### src/rtl/hdlc_rx_pkg.sv
package hdlc_rx_pkg;
  typedef enum logic [2:0] {
    BK_IDLE,   // further one inside an abort run
    BK_DATA,   // candidate data bit
    BK_STUFF,  // inserted zero, dropped
    BK_FLAG,   // final zero of a flag
    BK_ABORT,  // seventh consecutive one
    BK_ABEND   // first zero after an abort run
  } bit_kind_e;
endpackage

### src/rtl/hdlc_rx_line.sv
module hdlc_rx_line
  import hdlc_rx_pkg::*;
#(
  parameter int STUFF_RUN = 5
) (
  input  logic      clk,
  input  logic      rst_n,
  input  logic      bit_en,
  input  logic      rx_bit,
  output bit_kind_e kind
);
  localparam int FLAG_RUN  = STUFF_RUN + 1;
  localparam int ABORT_RUN = STUFF_RUN + 2;
  localparam int RUN_W     = $clog2(ABORT_RUN + 1);

  logic [RUN_W-1:0] run_q;

  always_comb begin
    if (rx_bit) begin
      if (run_q == RUN_W'(FLAG_RUN))       kind = BK_ABORT;
      else if (run_q == RUN_W'(ABORT_RUN)) kind = BK_IDLE;
      else                                 kind = BK_DATA;
    end else begin
      if (run_q == RUN_W'(STUFF_RUN))      kind = BK_STUFF;
      else if (run_q == RUN_W'(FLAG_RUN))  kind = BK_FLAG;
      else if (run_q == RUN_W'(ABORT_RUN)) kind = BK_ABEND;
      else                                 kind = BK_DATA;
    end
  end

  always_ff @(posedge clk or negedge rst_n) begin
    if (!rst_n) begin
      run_q <= '0;
    end else if (bit_en) begin
      if (!rx_bit)                              run_q <= '0;
      else if (run_q != RUN_W'(ABORT_RUN))      run_q <= run_q + RUN_W'(1);
    end
  end
endmodule

### src/rtl/hdlc_rx_delay.sv
module hdlc_rx_delay #(
  parameter int DEPTH = 7
) (
  input  logic clk,
  input  logic rst_n,
  input  logic clear,
  input  logic push,
  input  logic din,
  output logic rel_valid,
  output logic rel_bit
);
  localparam int FILL_W = $clog2(DEPTH + 1);

  logic [DEPTH-1:0]  sr_q;
  logic [FILL_W-1:0] fill_q;
  logic              full;

  assign full      = (fill_q == FILL_W'(DEPTH));
  assign rel_valid = push && full;
  assign rel_bit   = sr_q[DEPTH-1];

  always_ff @(posedge clk or negedge rst_n) begin
    if (!rst_n) begin
      sr_q   <= '0;
      fill_q <= '0;
    end else if (clear) begin
      fill_q <= '0;
    end else if (push) begin
      sr_q <= {sr_q[DEPTH-2:0], din};
      if (!full) fill_q <= fill_q + FILL_W'(1);
    end
  end
endmodule

### src/rtl/hdlc_rx_crc.sv
module hdlc_rx_crc #(
  parameter int              CRC_W = 16,
  parameter logic [CRC_W-1:0] POLY = 16'h8408,
  parameter logic [CRC_W-1:0] INIT = 16'hFFFF
) (
  input  logic             clk,
  input  logic             rst_n,
  input  logic             init,
  input  logic             upd,
  input  logic             din,
  output logic [CRC_W-1:0] crc
);
  logic [CRC_W-1:0] nxt;

  always_comb begin
    nxt = crc >> 1;
    if (crc[0] ^ din) nxt = nxt ^ POLY;
  end

  always_ff @(posedge clk or negedge rst_n) begin
    if (!rst_n)    crc <= INIT;
    else if (init) crc <= INIT;
    else if (upd)  crc <= nxt;
  end
endmodule

### src/rtl/hdlc_rx_frame.sv
module hdlc_rx_frame
  import hdlc_rx_pkg::*;
#(
  parameter int          CHAR_MAX   = 8,
  parameter int          STUFF_RUN  = 5,
  parameter logic [7:0]  BCAST_ADDR = 8'hFF,
  parameter logic [15:0] CRC_GOOD   = 16'hF0B8
) (
  input  logic                        clk,
  input  logic                        rst_n,
  input  logic                        bit_en,
  input  logic                        rx_bit,
  input  logic [$clog2(CHAR_MAX)-1:0] cfg_char_bits,
  input  logic                        cfg_addr_en,
  input  logic [CHAR_MAX-1:0]         cfg_station,
  output logic                        sync_pulse,
  output logic                        char_valid,
  output logic [CHAR_MAX-1:0]         char_data,
  output logic                        char_first,
  output logic                        eof_valid,
  output logic                        eof_crc_err,
  output logic                        abort_start,
  output logic                        abort_end
);
  localparam int CNT_W = $clog2(CHAR_MAX + 1);
  localparam int HOLD  = STUFF_RUN + 2;

  bit_kind_e            kind;
  logic                 rel_valid, rel_bit;
  logic [15:0]          crc;
  logic                 active_q, reject_q, got_q, first_q;
  logic [CNT_W-1:0]     cnt_q, cnt_nx, target, shamt;
  logic [CHAR_MAX-1:0]  sr_q, shifted, char_out;
  logic                 addr_ok, is_flag, push;

  assign is_flag = bit_en && (kind == BK_FLAG);
  assign push    = bit_en && (kind == BK_DATA) && active_q;

  hdlc_rx_line #(.STUFF_RUN(STUFF_RUN)) u_line (
    .clk(clk), .rst_n(rst_n), .bit_en(bit_en), .rx_bit(rx_bit), .kind(kind)
  );

  hdlc_rx_delay #(.DEPTH(HOLD)) u_delay (
    .clk(clk), .rst_n(rst_n), .clear(is_flag), .push(push), .din(rx_bit),
    .rel_valid(rel_valid), .rel_bit(rel_bit)
  );

  hdlc_rx_crc #(.CRC_W(16), .POLY(16'h8408), .INIT(16'hFFFF)) u_crc (
    .clk(clk), .rst_n(rst_n), .init(is_flag), .upd(rel_valid), .din(rel_bit),
    .crc(crc)
  );

  always_comb begin
    if (first_q || cfg_char_bits == '0) target = CNT_W'(CHAR_MAX);
    else                                target = CNT_W'(cfg_char_bits);
    shamt    = CNT_W'(CHAR_MAX) - target;
    cnt_nx   = cnt_q + CNT_W'(1);
    shifted  = {rel_bit, sr_q[CHAR_MAX-1:1]};
    char_out = shifted >> shamt;
    addr_ok  = !first_q || !cfg_addr_en ||
               (shifted == cfg_station) || (shifted == BCAST_ADDR);
  end

  always_ff @(posedge clk or negedge rst_n) begin
    if (!rst_n) begin
      sync_pulse  <= 1'b0;
      char_valid  <= 1'b0;
      char_data   <= '0;
      char_first  <= 1'b0;
      eof_valid   <= 1'b0;
      eof_crc_err <= 1'b0;
      abort_start <= 1'b0;
      abort_end   <= 1'b0;
      active_q    <= 1'b0;
      reject_q    <= 1'b0;
      got_q       <= 1'b0;
      first_q     <= 1'b1;
      cnt_q       <= '0;
      sr_q        <= '0;
    end else begin
      sync_pulse  <= 1'b0;
      char_valid  <= 1'b0;
      eof_valid   <= 1'b0;
      abort_start <= 1'b0;
      abort_end   <= 1'b0;
      if (bit_en) begin
        unique case (kind)
          BK_FLAG: begin
            sync_pulse <= 1'b1;
            if (active_q && !reject_q && got_q) begin
              eof_valid   <= 1'b1;
              eof_crc_err <= (crc != CRC_GOOD);
            end
            active_q <= 1'b1;
            reject_q <= 1'b0;
            got_q    <= 1'b0;
            first_q  <= 1'b1;
            cnt_q    <= '0;
          end
          BK_ABORT: begin
            abort_start <= 1'b1;
            active_q    <= 1'b0;
          end
          BK_ABEND: abort_end <= 1'b1;
          default: ;
        endcase
        if (rel_valid) begin
          got_q <= 1'b1;
          if (!reject_q) begin
            sr_q <= shifted;
            if (cnt_nx == target) begin
              cnt_q   <= '0;
              first_q <= 1'b0;
              if (addr_ok) begin
                char_valid <= 1'b1;
                char_data  <= char_out;
                char_first <= first_q;
              end else begin
                reject_q <= 1'b1;
              end
            end else begin
              cnt_q <= cnt_nx;
            end
          end
        end
      end
    end
  end
endmodule

### config.mk
export PLATFORM = sky130hd
export DESIGN_NAME = hdlc_rx_frame
export DESIGN_NICKNAME = d
export VERILOG_FILES = /design/src/rtl/hdlc_rx_pkg.sv /design/src/rtl/hdlc_rx_line.sv /design/src/rtl/hdlc_rx_delay.sv /design/src/rtl/hdlc_rx_crc.sv /design/src/rtl/hdlc_rx_frame.sv
export SDC_FILE = /design/constraint.sdc
export NUM_CORES = 1
export LEC_CHECK = 0
export ABC_AREA = 1
export BUFFER_PORTS_ARGS = -buffer_cell sky130_fd_sc_hd__buf_2
export CORE_ASPECT_RATIO = 1.5
export CORE_MARGIN = 2
export CORE_UTILIZATION = 46
export DETAILED_ROUTE_END_ITERATION = 8
export PLACE_DENSITY_LB_ADDON = 0.3
export SYNTH_ARGS = -nofsm -noshare
export SYNTH_HDL_FRONTEND = slang
export SYNTH_SLANG_ARGS = --single-unit
### constraint.sdc
create_clock -name clk -period 4.9 [get_ports clk]
set_input_delay 0.98 -clock clk [delete_from_list [all_inputs] [get_ports clk]]
set_output_delay 0.98 -clock clk [all_outputs]
set_load 0.01 [all_outputs]
## After elaboration in Yosys (flattened, before gate mapping)

Index checks and enable logic that the tools add are counted.

| storage, ports and cells | value |
|---|---|
| register bits | 60 |
| latch bits | 0 |
| memory bits (writable) | 0 |
| ROM bits | 0 |
| bits of input ports | 16 |
| output and inout port bits | 15 |
| word-level logic and storage cells | 113 |
| memories | 0 |

| operators by class | value |
|---|---|
| $add $sub $neg | 4 |
| $mul | 0 |
| divide/modulo/power cells | 0 |
| $lt $le $gt $ge | 0 |
| equal/unequal tests | 15 |
| shift-type cells | 1 |
| muxes and demuxes | 45 |
| bitwise operators | 4 |
| reductions and logical operators | 26 |

Operators by type and width:

| kind | number |
|---|---|
| two-way mux 16 bit | 3 |
| two-way mux 3 bit | 10 |
| two-way mux 1 bit | 26 |
| two-way mux 4 bit | 5 |
| equality test 3 bit, second input constant | 6 |
| != test 16 bit, second input constant | 1 |
| AND reduction 2 bit | 5 |
| equality test 8 bit | 1 |
| equality test 8 bit, second input constant | 1 |
| nonzero test 2 bit | 4 |
| >> shifter 8 x 4 -> 8 bit | 1 |
| adder 3 x 1 -> 3 bit, second input constant | 2 |
| logical AND 1 bit | 6 |
| AND reduction 3 bit | 2 |
| AND reduction 5 bit | 1 |
| adder 4 x 1 -> 4 bit, second input constant | 1 |
| equality test 4 bit | 1 |
| logical OR 1 bit | 4 |
| subtractor 4 bit, first input constant | 1 |
| equality test 3 x 1 -> 1 bit, second input constant | 1 |
| equality test 3 x 2 -> 1 bit, second input constant | 1 |
| zero test 1 bit | 3 |
| zero test 3 bit | 1 |
| != test 3 bit, second input constant | 1 |
| 6 further kinds | 7 |

## Longest topological paths before layout

| depth | value |
|---|---|
| word-level depth | 11 |
| gate-level depth with buffers | 12 |
| mapped depth without buffers | 11 |

## By module

From an unflattened synthesis, not the netlist that was laid out.

| unflattened totals | value |
|---|---|
| cells, all modules | 426 |
| area, all modules | 3400.8 um^2 |

Modules (own cells, without submodules):

| module | instances | cells each | area an instance (um^2) | seq. area each (um^2) |
|---|---|---|---|---|
| hdlc_rx_frame | 1 | 271 | 1939.4 | 752.0 |
| hdlc_rx_crc | 1 | 68 | 745.7 | 420.4 |
| hdlc_rx_delay | 1 | 54 | 466.7 | 250.2 |
| hdlc_rx_line | 1 | 33 | 249.0 | 75.1 |

## Least setup slack after synthesis

Ideal clock, no wire load.

| path | value |
|---|---|
| path type | in2reg |
| from | input cfg_char_bits[0] |
| to | register char_data[0] |
| setup time | 118 ps |
| arrival time | 2266 ps |
| setup slack | 2515 ps |
| stages | 11 |
| cells stage by stage | nand2_2 > buf_2 > ha_1 > clkbuf_1 > inv_1 > nand3_1 > nand3_1 > nand2_1 > inv_1 > nand4_1 > nand2_1 |

| on the way | value |
|---|---|
| longest elaborated chain between the ends | 5 |
| elaborated cells on any way between the ends | 7 |

Ends and longest elaborated chain:

| element | RTL line | RTL |
|---|---|---|
| start: declaration | hdlc_rx_frame.sv:13 | `input logic [$clog2(CHAR_MAX)-1:0] cfg_char_bits,` |
| zero test 3 bit | hdlc_rx_frame.sv:54 | `if (first_q \|\| cfg_char_bits == '0) target = CNT_W'(CHAR_MAX);` |
| logical OR 1 bit | hdlc_rx_frame.sv:54 |  |
| two-way mux 4 bit (*) | hdlc_rx_frame.sv:54 |  |
| subtractor 4 bit / equality test 4 bit (equally long branches) | hdlc_rx_frame.sv:56, hdlc_rx_frame.sv:111 |  |
| >> shifter 8 x 4 -> 8 bit / AND reduction 5 bit (equally long branches) | n/a |  |
| end signal: assignment | hdlc_rx_frame.sv:116 | `char_data <= char_out;` |
| end: declaration | hdlc_rx_frame.sv:18 | `output logic [CHAR_MAX-1:0] char_data,` |

Every way passes the cells marked *; elsewhere a longest branch is shown, timed or not.
A chain may end at the register's enable or synchronous reset.

## Worst setup path in the final report

| path | value |
|---|---|
| from | register u_line.run_q[0] |
| to | register cnt_q[0] |

| on the way | value |
|---|---|
| longest elaborated chain between the ends | 10 |
| elaborated cells on any way between the ends | 17 |

Ends and longest elaborated chain:

| element | RTL line | RTL |
|---|---|---|
| start: declaration | hdlc_rx_line.sv:16 | `logic [RUN_W-1:0] run_q;` |
| start signal: assignment | hdlc_rx_line.sv:36 | `else if (run_q != RUN_W'(ABORT_RUN)) run_q <= run_q + RUN_W'(1);` |
| equality test 3 bit | hdlc_rx_line.sv:21, hdlc_rx_line.sv:26 |  |
| two-way mux 3 bit | hdlc_rx_line.sv:26 | `else if (run_q == RUN_W'(ABORT_RUN)) kind = BK_ABEND;` |
| two-way mux 3 bit | hdlc_rx_line.sv:25 | `else if (run_q == RUN_W'(FLAG_RUN)) kind = BK_FLAG;` |
| two-way mux 3 bit | hdlc_rx_line.sv:24 | `if (run_q == RUN_W'(STUFF_RUN)) kind = BK_STUFF;` |
| two-way mux 3 bit (*) | hdlc_rx_line.sv:19 | `if (rx_bit) begin` |
| equality test 3 x 1 -> 1 bit | hdlc_rx_frame.sv:37 | `assign push = bit_en && (kind == BK_DATA) && active_q;` |
| logical AND 1 bit (2 in series) | hdlc_rx_frame.sv:37 |  |
| logical AND 1 bit | hdlc_rx_delay.sv:19 | `assign rel_valid = push && full;` |
| two-way mux 4 bit (*) | hdlc_rx_frame.sv:107 | `if (rel_valid) begin` |
| end signal: assignment | hdlc_rx_frame.sv:122 | `cnt_q <= cnt_nx;` |
| end: declaration | hdlc_rx_frame.sv:32 | `logic [CNT_W-1:0] cnt_q, cnt_nx, target, shamt;` |

Marked as above.

==> flow_summary.yaml <==
status:
  status: "finished, final reports clean"
timing:
  slew_viol_final: 0
  setup_tns_ns: 0
  rsz0062_at_grt: "no"
  period_share: 0.490
  final-hold-violation-count: 0
  finClkSkew_ns: 0.00533
  worstMarginPinSlew_ns: 0.749
  holdWs_ns: 0.469
  setup_violations: 0
  clock.fmax_mhz: 417
  layout_min_cycle_time_ns: 2.40
  slew_headroom: 0.488
worst_setup_path:
  crit_chain: "ha_1 -> ha_1 -> nor3_2 -> nand3_2 -> nor2_4 -> inv_1 -> o31ai_1 -> nand2_1 -> nand2_1"
  reg2reg_slack_ns: 2.50
  path_class: "reg -> reg"
  r2r_cells: 9
  crit_path_start_kind: "flop"
  critPathMaxStageDelay_ns: 0.58
  worst-path-max-fanout: 31
  r2r_start: "u_line.run_q[0]$_DFFE_PN0P_"
  crit_slowest_cell: "nor2_4"
  end_kind: "flop"
  critical_path_required_ns: 5.18
  cp.arrival_ns: 2.67
  r2r-end: "cnt_q[0]$_DFFE_PN0P_"
detailed_routing:
  vias: 2732
  dr.first_iter.drc_count: 161
  drt_pass1_iterations: 5
  ant_nets: 0
  via_per_inst: 5.32
  wl_um: 6690
  drc: 0
  wl_per_cell_um: 13.0
power_and_ir_drop:
  power_density_mw_per_mm2: 545
  vdd_drop_max_mv: 0.366
  total_power_uw: 1980
  p_leak_uw: 0.00185
floorplan:
  row_count: 37
  core_area_mm2: 0.00685
  initial_core_util: 0.475
  die_h_um: 107
  ios: 31
  design.die.area_mm2: 0.00778
  die_w_um: 72.7
logic_synthesis:
  async_flop_share: 1.00
  syn_area_mm2: 0.00326
  postSynthCellCount: 403
  yosysSeqAreaShare: 0.460
  yosys_warnings: 0
  yosys_register_bits: 59
  synth_edf_count: 0
  synth_ff_type: "dfrtp_1"
  synth_fp_nets: 427
  avgSynthCellArea_um2: 8.08
  synth_cell_types: 38
cts:
  clk_latency_ns: 0.34
  cts_buffer_depth: 2
  htreeDepth: 3
  cts_tree: "built"
  cts_setup_buffers: 0
  postCtsHoldBufs: 0
  cts_made_buffers: 9
  path_clk_slew_ns: 0.07
  cts_resized: 0
  clkSinkCount: 59
  cts_root_buf: "clkbuf_8"
min_path:
  hold_end: "char_first$_DFFE_PN0P_"
  hold_class: "reg -> reg"
  whs_path_depth: 2
  hold_start: "char_first$_DFFE_PN0P_"
flow_run:
  drv_cap: 0
placement:
  dp_hpwl_um: 4860
  port_buffers: 30
  gp_congestion: 0.883
global_route:
  grt_antenna_before_repair: 0
  grt_max_degree: 48
  overflow: 0
  first_global_vias: 2729
  grt_first_pass_wirelength_um: 11800
  grt_usage: 0.195
finish:
  drive_gt1_frac: 0.195
  final_nets: 455
  n_antenna_cell: 0
  area_delta_synth_final_pct: 11.8
  final.fill_count: 667
registers in the layout (all words and copies together), names as in the netlist, 3 cells and up:
| name | cells |
|---|---|
| u_delay.fill_q | 3 |
| u_delay.sr_q | 7 |
| u_crc.crc | 16 |
| u_line.run_q | 3 |
| sr_q | 7 |
| cnt_q | 4 |
| char_data | 8 |
through the flow:
| stage | cell area (um2) | util | cells | setup slack [ns] |
|---|---|---|---|---|
| after floorplan | 3260 | - | 403 | 2.52 |
| after global placement | 3430 | 0.500 | 498 | 2.25 |
| after detailed placement | 3430 | 0.500 | 498 | 2.18 |
| after CTS | 3640 | 0.531 | 514 | 2.47 |
| after global routing | 3640 | 0.531 | 514 | 2.23 |
| final | 3640 | 0.531 | 514 | 2.50 |
final cells by class:
cell class                      instances  area, um2  area share
Multi-Input combinational cell        279       1480       0.408
Inverter                               51        191      0.0526
Tap cell                               78       97.6      0.0268
Clock inverter                          4       47.5      0.0131
Clock buffer                           12        165      0.0454
Sequential cell                        59       1500       0.411
Timing Repair Buffer                   31        158      0.0433
cells by family (layout without fill, tap and decap cells):
logic type,after synthesis,count (layout),synth area share
AND/OR/NAND/NOR,201,201,0.287
multiplexers,4,4,0.0138
XOR/XNOR,10,10,0.0292
buffers and inverters,65,98,0.0842
flip-flops,59,59,0.460
AO/OA/AOI/OAI,56,56,0.0949
adder cells (fa/ha/maj),8,8,0.0307
power breakdown:
group | internal, uW | total, uW | switching, uW
Clock | 275 | 466 | 192
Combinational | 264 | 681 | 417
Sequential | 703 | 837 | 134
cells in the mapped netlist (all sizes together) (3+ instances only):
library cell | count | share of area
or2 | 3 | 0.0058
o31ai | 3 | 0.0069
buf | 12 | 0.023
dfrtp | 42 | 0.32
nand2 | 126 | 0.15
dfstp | 17 | 0.14
inv | 50 | 0.058
xnor2 | 7 | 0.019
ha | 8 | 0.031
xor2 | 3 | 0.010
nand4 | 18 | 0.035
nor3 | 6 | 0.014
o21ai | 33 | 0.051
nand3 | 32 | 0.058
a21oi | 11 | 0.017
mux2 | 4 | 0.014
nor2 | 14 | 0.021
o21bai | 4 | 0.0092
layout by cell type (no fill, tap or decap), types with 2 or more instances in the layout:
cell type and instances:
nand3_1 28, clkbuf_8 12, nor3_1 4, nor2_4 2, o31ai_1 3, dfstp_2 17, mux2_2 4, nand2_1 122
dfrtp_1 42, xnor2_1 7, nand3_2 3, nand4_1 18, nor2_1 12, o21bai_1 4, inv_1 49, nand2_2 4
a21oi_1 11, ha_1 8, or2_2 2, clkinv_2 2, o21ai_0 33, buf_2 30, xor2_1 2
worst max path at each step:
stage,from,endpoint,slack [ns]
2_1_floorplan,cfg_char_bits[0],char_data[0]$_DFFE_PN0P_,2.52
3_3_place_gp,bit_en,cnt_q[3]$_DFFE_PN0P_,2.25
3_5_place_dp,bit_en,cnt_q[0]$_DFFE_PN0P_,2.18
4_1_cts,u_line.run_q[0]$_DFFE_PN0P_,cnt_q[0]$_DFFE_PN0P_,2.47
5_1_grt,u_line.run_q[0]$_DFFE_PN0P_,cnt_q[0]$_DFFE_PN0P_,2.23
6_report,u_line.run_q[0]$_DFFE_PN0P_,cnt_q[0]$_DFFE_PN0P_,2.50
layer usage:
layer / global-route usage / share of wire / vias up
met2: 0.320 / 0.50 / 67
met3: 0.0470 / 0.035 / 26
li1: - / - / 1366
met5: 0 / 0 / -
met4: 0.120 / 0.041 / 0
met1: 0.224 / 0.42 / 1273
critical path: cells and delay by family (launching register included):
| family | cells | cell delay [ns] |
|---|---|---|
| adders and majority gates | 2 | 0.43 |
| and+or+nand+nor | 5 | 1.21 |
| buffers and inverters | 1 | 0.18 |
| AOI/OAI and AO/OA | 1 | 0.10 |
| DFF | 1 | 0.40 |
Note: power is estimated with default switching activity, not from simulation.
